**src/rtl/hws_pkg.sv**
```systemverilog
// Shared definitions for the halfword packing stuffer.
// Assumes an output word is exactly two halves wide.
package hws_pkg;
    localparam int LANES = 2;

    // What an accepted beat does to the holding register and the output.
    typedef enum logic [1:0] {
        ACT_NONE      = 2'd0,
        ACT_HOLD      = 2'd1,
        ACT_EMIT      = 2'd2,
        ACT_EMIT_HOLD = 2'd3
    } beat_act_t;
endpackage

```
**src/rtl/hws_merge.sv**
```systemverilog
// Combinational merge: works out, for the presented beat, the packed word
// and the next holding-register contents. It does not look at handshakes;
// the top applies the result only when the beat is accepted.
module hws_merge #(
    parameter int HALF_W = 16,
    localparam int WORD_W = 2 * HALF_W
) (
    input  logic              hold_valid,
    input  logic [HALF_W-1:0] hold_data,
    input  logic [WORD_W-1:0] beat_data,
    input  logic [1:0]        beat_mask,
    output hws_pkg::beat_act_t act,
    output logic              beat_emits,
    output logic [WORD_W-1:0] word,
    output logic              next_hold_valid,
    output logic [HALF_W-1:0] next_hold_data
);
    import hws_pkg::*;

    logic [HALF_W-1:0] lane [LANES];

    // Split the beat into its two halves.
    genvar g;
    generate
        for (g = 0; g < LANES; g++) begin : g_lane
            assign lane[g] = beat_data[g*HALF_W +: HALF_W];
        end
    endgenerate

    // Decide the packing action from held state and mask.
    always_comb begin
        act             = ACT_NONE;
        word            = '0;
        next_hold_valid = hold_valid;
        next_hold_data  = hold_data;
        unique case ({hold_valid, beat_mask})
            3'b0_01: begin act = ACT_HOLD; next_hold_valid = 1'b1; next_hold_data = lane[0]; end
            3'b0_10: begin act = ACT_HOLD; next_hold_valid = 1'b1; next_hold_data = lane[1]; end
            3'b0_11: begin act = ACT_EMIT; word = {lane[1], lane[0]}; end
            3'b1_01: begin act = ACT_EMIT; word = {lane[0], hold_data}; next_hold_valid = 1'b0; end
            3'b1_10: begin act = ACT_EMIT; word = {lane[1], hold_data}; next_hold_valid = 1'b0; end
            3'b1_11: begin
                act = ACT_EMIT_HOLD;
                word = {lane[0], hold_data};
                next_hold_data = lane[1];
            end
            default: act = ACT_NONE;
        endcase
    end

    assign beat_emits = (act == ACT_EMIT) || (act == ACT_EMIT_HOLD);
endmodule

```
**src/rtl/hws_hold.sv**
```systemverilog
// One-halfword holding register for a leftover half awaiting a partner.
// Load takes priority over clear; both are single-cycle strobes.
module hws_hold #(
    parameter int HALF_W = 16
) (
    input  logic              clk,
    input  logic              rst_n,
    input  logic              load,
    input  logic              load_valid,
    input  logic [HALF_W-1:0] load_data,
    input  logic              clear,
    output logic              hold_valid,
    output logic [HALF_W-1:0] hold_data
);
    // Update held half on accepted beats and flush.
    always_ff @(posedge clk) begin
        if (!rst_n) begin
            hold_valid <= 1'b0;
            hold_data  <= '0;
        end else if (load) begin
            hold_valid <= load_valid;
            hold_data  <= load_data;
        end else if (clear) begin
            hold_valid <= 1'b0;
        end
    end
endmodule

```
**src/rtl/hws_outreg.sv**
```systemverilog
// Single output register with valid/ready. Reports whether a new word can
// be written this cycle (empty, or current word being taken).
module hws_outreg #(
    parameter int WORD_W = 32
) (
    input  logic              clk,
    input  logic              rst_n,
    input  logic              load,
    input  logic [WORD_W-1:0] load_data,
    input  logic              load_partial,
    input  logic              out_ready,
    output logic              slot_free,
    output logic              out_valid,
    output logic [WORD_W-1:0] out_data,
    output logic              out_partial
);
    assign slot_free = !out_valid || out_ready;

    // Hold the word until the consumer takes it.
    always_ff @(posedge clk) begin
        if (!rst_n) begin
            out_valid   <= 1'b0;
            out_data    <= '0;
            out_partial <= 1'b0;
        end else if (load) begin
            out_valid   <= 1'b1;
            out_data    <= load_data;
            out_partial <= load_partial;
        end else if (out_ready) begin
            out_valid   <= 1'b0;
        end
    end
endmodule

```
**src/rtl/hws_stuffer.sv**
```systemverilog
// Halfword packing stuffer: turns sparse 32-bit words with per-half valid
// bits into dense 32-bit words. Single clock domain, synchronous active-low
// reset. Assumes the lower half of an input precedes its upper half.
module hws_stuffer #(
    parameter int HALF_W = 16,
    localparam int WORD_W = 2 * HALF_W
) (
    input  logic              clk,
    input  logic              rst_n,
    input  logic [WORD_W-1:0] in_data,
    input  logic [1:0]        in_mask,
    input  logic              in_valid,
    output logic              in_ready,
    input  logic              flush,
    output logic [WORD_W-1:0] out_data,
    output logic              out_partial,
    output logic              out_valid,
    input  logic              out_ready
);
    import hws_pkg::*;

    logic              hold_valid;
    logic [HALF_W-1:0] hold_data;
    beat_act_t         act;
    logic              beat_emits;
    logic [WORD_W-1:0] beat_word;
    logic              nxt_hold_valid;
    logic [HALF_W-1:0] nxt_hold_data;
    logic              slot_free;
    logic              accept;
    logic              flush_go;
    logic              out_load;
    logic [WORD_W-1:0] out_word;

    hws_merge #(.HALF_W(HALF_W)) u_merge (
        .hold_valid      (hold_valid),
        .hold_data       (hold_data),
        .beat_data       (in_data),
        .beat_mask       (in_mask),
        .act             (act),
        .beat_emits      (beat_emits),
        .word            (beat_word),
        .next_hold_valid (nxt_hold_valid),
        .next_hold_data  (nxt_hold_data)
    );

    // Flush stalls the input; otherwise stall only if a word cannot be placed.
    assign in_ready = !flush && (!beat_emits || slot_free);
    assign accept   = in_valid && in_ready;
    assign flush_go = flush && hold_valid && slot_free;
    assign out_load = (accept && beat_emits) || flush_go;
    assign out_word = flush_go ? {{HALF_W{1'b0}}, hold_data} : beat_word;

    hws_hold #(.HALF_W(HALF_W)) u_hold (
        .clk        (clk),
        .rst_n      (rst_n),
        .load       (accept),
        .load_valid (nxt_hold_valid),
        .load_data  (nxt_hold_data),
        .clear      (flush_go),
        .hold_valid (hold_valid),
        .hold_data  (hold_data)
    );

    hws_outreg #(.WORD_W(WORD_W)) u_out (
        .clk          (clk),
        .rst_n        (rst_n),
        .load         (out_load),
        .load_data    (out_word),
        .load_partial (flush_go),
        .out_ready    (out_ready),
        .slot_free    (slot_free),
        .out_valid    (out_valid),
        .out_data     (out_data),
        .out_partial  (out_partial)
    );
endmodule

```
**config.mk**
```make
export PLATFORM = sky130hd
export DESIGN_NAME = hws_stuffer
export DESIGN_NICKNAME = d
export VERILOG_FILES = /design/src/rtl/hws_pkg.sv /design/src/rtl/hws_merge.sv /design/src/rtl/hws_hold.sv /design/src/rtl/hws_outreg.sv /design/src/rtl/hws_stuffer.sv
export SDC_FILE = /design/constraint.sdc
export NUM_CORES = 1
export LEC_CHECK = 0
export ABC_AREA = 1
export CORE_MARGIN = 3
export CORE_UTILIZATION = 45
export DETAILED_ROUTE_END_ITERATION = 16
export PLACE_DENSITY = 0.82
export REMOVE_ABC_BUFFERS = 1
export SYNTH_ARGS = -nofsm -noshare
export SYNTH_HDL_FRONTEND = slang
export SYNTH_HIERARCHICAL = 1
export SYNTH_SLANG_ARGS = --single-unit
```
**constraint.sdc**
```tcl
create_clock -name clk -period 4.43 [get_ports clk]
set_clock_uncertainty 0.05 [all_clocks]
set_input_delay 0.886 -clock clk [delete_from_list [all_inputs] [get_ports clk]]
set_output_delay 0.886 -clock clk [all_outputs]
set_load 0.02 [all_outputs]
```
==> out/metrics.cfg <==
[outcome]
outcome=finished, final reports clean

[clocking]
cts_resized=0
cts-root-buf=clkbuf_8
cts-htree-levels=2
cts.clk_slew.worst_paths_ps=80
clk_latency_ps=300
cts_tree=yes
ctsHoldBuffers=0
clk_path_buf_depth=2
cts_made_buffers=5
clock-sinks=51
post_cts_buffers=0

[timing]
setup_tns_ps=0
hold_viol_final=0
setup_viol=0
relSlewSlack_pct=58.57
fmax_ghz=0.2691
post-route-min-period_ps=3716
report.final.slew_viol_count=0
rsz0062_at_grt=false
worst_pin_slew_ps=619.9
layout_setup_ws_ps=714.1
fin_crit_sh_pct=83.88

[finish]
fin_util_pct=57.93
synthToLayoutAreaGrowth_pct=22.01
final_net_count=639
diodes=0
fin_area_um2=4023
mostFrequentLayoutCell=nand2_1
layout_common_cells=169 x nand2_1, 90 x nor2_1, 73 x clkdlybuf4s50_1, 51 x dfxtp_1, 43 x inv_1
drive_gt1_share_pct=6.344

[synth]
synth_area_um2=3297
syn_avg_cell_area_um2=6.049
netlist_instances=545
synth-warning-count=6

[grt]
grt_start_max_net_pins=52
grt_pass1_vias=3458
grt_overflow=0
grt_pass1_wl_um=16280
track_usage_pct=23.32
antenna_found_initial=0

[die]
boundaryPins=74
placementRows=30
fp.dieW_um=91.60
die_area_um2=8390
initial_utilization_pct=47.48
core_um2=6944
fp.dieH_um=91.60

[detailed_routing]
avgViaCountPerCell=5.364
vias=3728
wl_per_cell_um=14.08
drt-pass1-iter-count=5
drc=0
antenna_left=0
drt-total-wl_um=9788
dr.first_iter.drc_count=343

[power_and_ir_drop]
power_density_nw_per_um2=280.8
irDropWorstVdd_uv=164.8
p_leak_nw=1.937

[place]
post_dp_cell_area_um2=3935
dp_hpwl_um=6172
place_ws_ps=736.4
gp_congestion=0.8498
io_buffers=73

[setup_path]
r2r_cells=6
cp_cell_sequence=clkdlybuf4s50_1 > fa_1 > nand2_1 > nand2_1 > inv_1 > clkdlybuf4s50_1
cpMaxStageDelayCell=clkdlybuf4s50_1
endpoint_kind=output pin
critPathArrivalTime_ps=2780
cp-start-kind=input port
worstPathRequired_ps=3490
critPathMaxStageDelay_ps=600
worstSetupPathType=input port to output pin
path_max_fanout=6

[hold_path]
hold_depth=2
hp-class=register to register

[job]
cap_violations=0

==> through the flow <==
stage               total power, W  hold slack (ps)  instances
floorplan                0.0007012            446.9        511
global placement         0.0008475            425.5        688
detailed placement       0.0008556            433.2        688
CTS                       0.001132            458.0        695
global route              0.001187            486.6        695
finish                    0.001129            454.2        695
==> per-layer routing <==
layer / global-route usage [%] / routed length (µm)
met1: 31.89 / 4363
met2: 37.07 / 4417
met3: 3.563 / 880
met4: 8.291 / 127
met5: 0 / 0
==> state kept, by name, indices dropped and copies added, names as in the netlist <==
register / cells
u_out/out_valid: 1
u_out/out_partial: 1
u_out/out_data: 32
u_hold/hold_valid: 1
u_hold/hold_data: 16
==> worst paths after layout <==
check | from | to | slack (ps)
worst min register to register | u_out/out_data[6]$_SDFFE_PN0P_ | u_out/out_data[6]$_SDFFE_PN0P_ | 450
worst max register to register | u_out/out_valid$_SDFFE_PN0P_ | u_out/out_data[6]$_SDFFE_PN0P_ | 1830
worst min-delay path | u_out/out_data[6]$_SDFFE_PN0P_ | u_out/out_data[6]$_SDFFE_PN0P_ | 450
worst max-delay path | in_mask[1] | in_ready | 710
==> critical path: cells and delay by family <==
| family | cells | cell delay (ps) |
|---|---|---|
| fa+ha+maj | 1 | 510 |
| buf+inv | 3 | 1210 |
| simple gates | 2 | 180 |
==> cell type report <==
cell class | count | area (µm²)
Tap cell | 96 | 120.1
Multi-Input combinational cell | 411 | 1812
Timing Repair Buffer | 81 | 790.8
Inverter | 49 | 191.4
Clock inverter | 1 | 5.005
Clock buffer | 6 | 82.58
Sequential cell | 51 | 1021
Fill cell | 693 | 2922
==> power by group <==
group	switching (W)	internal [W]	leakage, nW
combinational	0.000205	0.000131	1.47
sequential	0.0000223	0.000494	0.418
clock	0.000154	0.000123	0.0470
total	0.000381	0.000748	1.94
(Power assumes the default switching activity.)
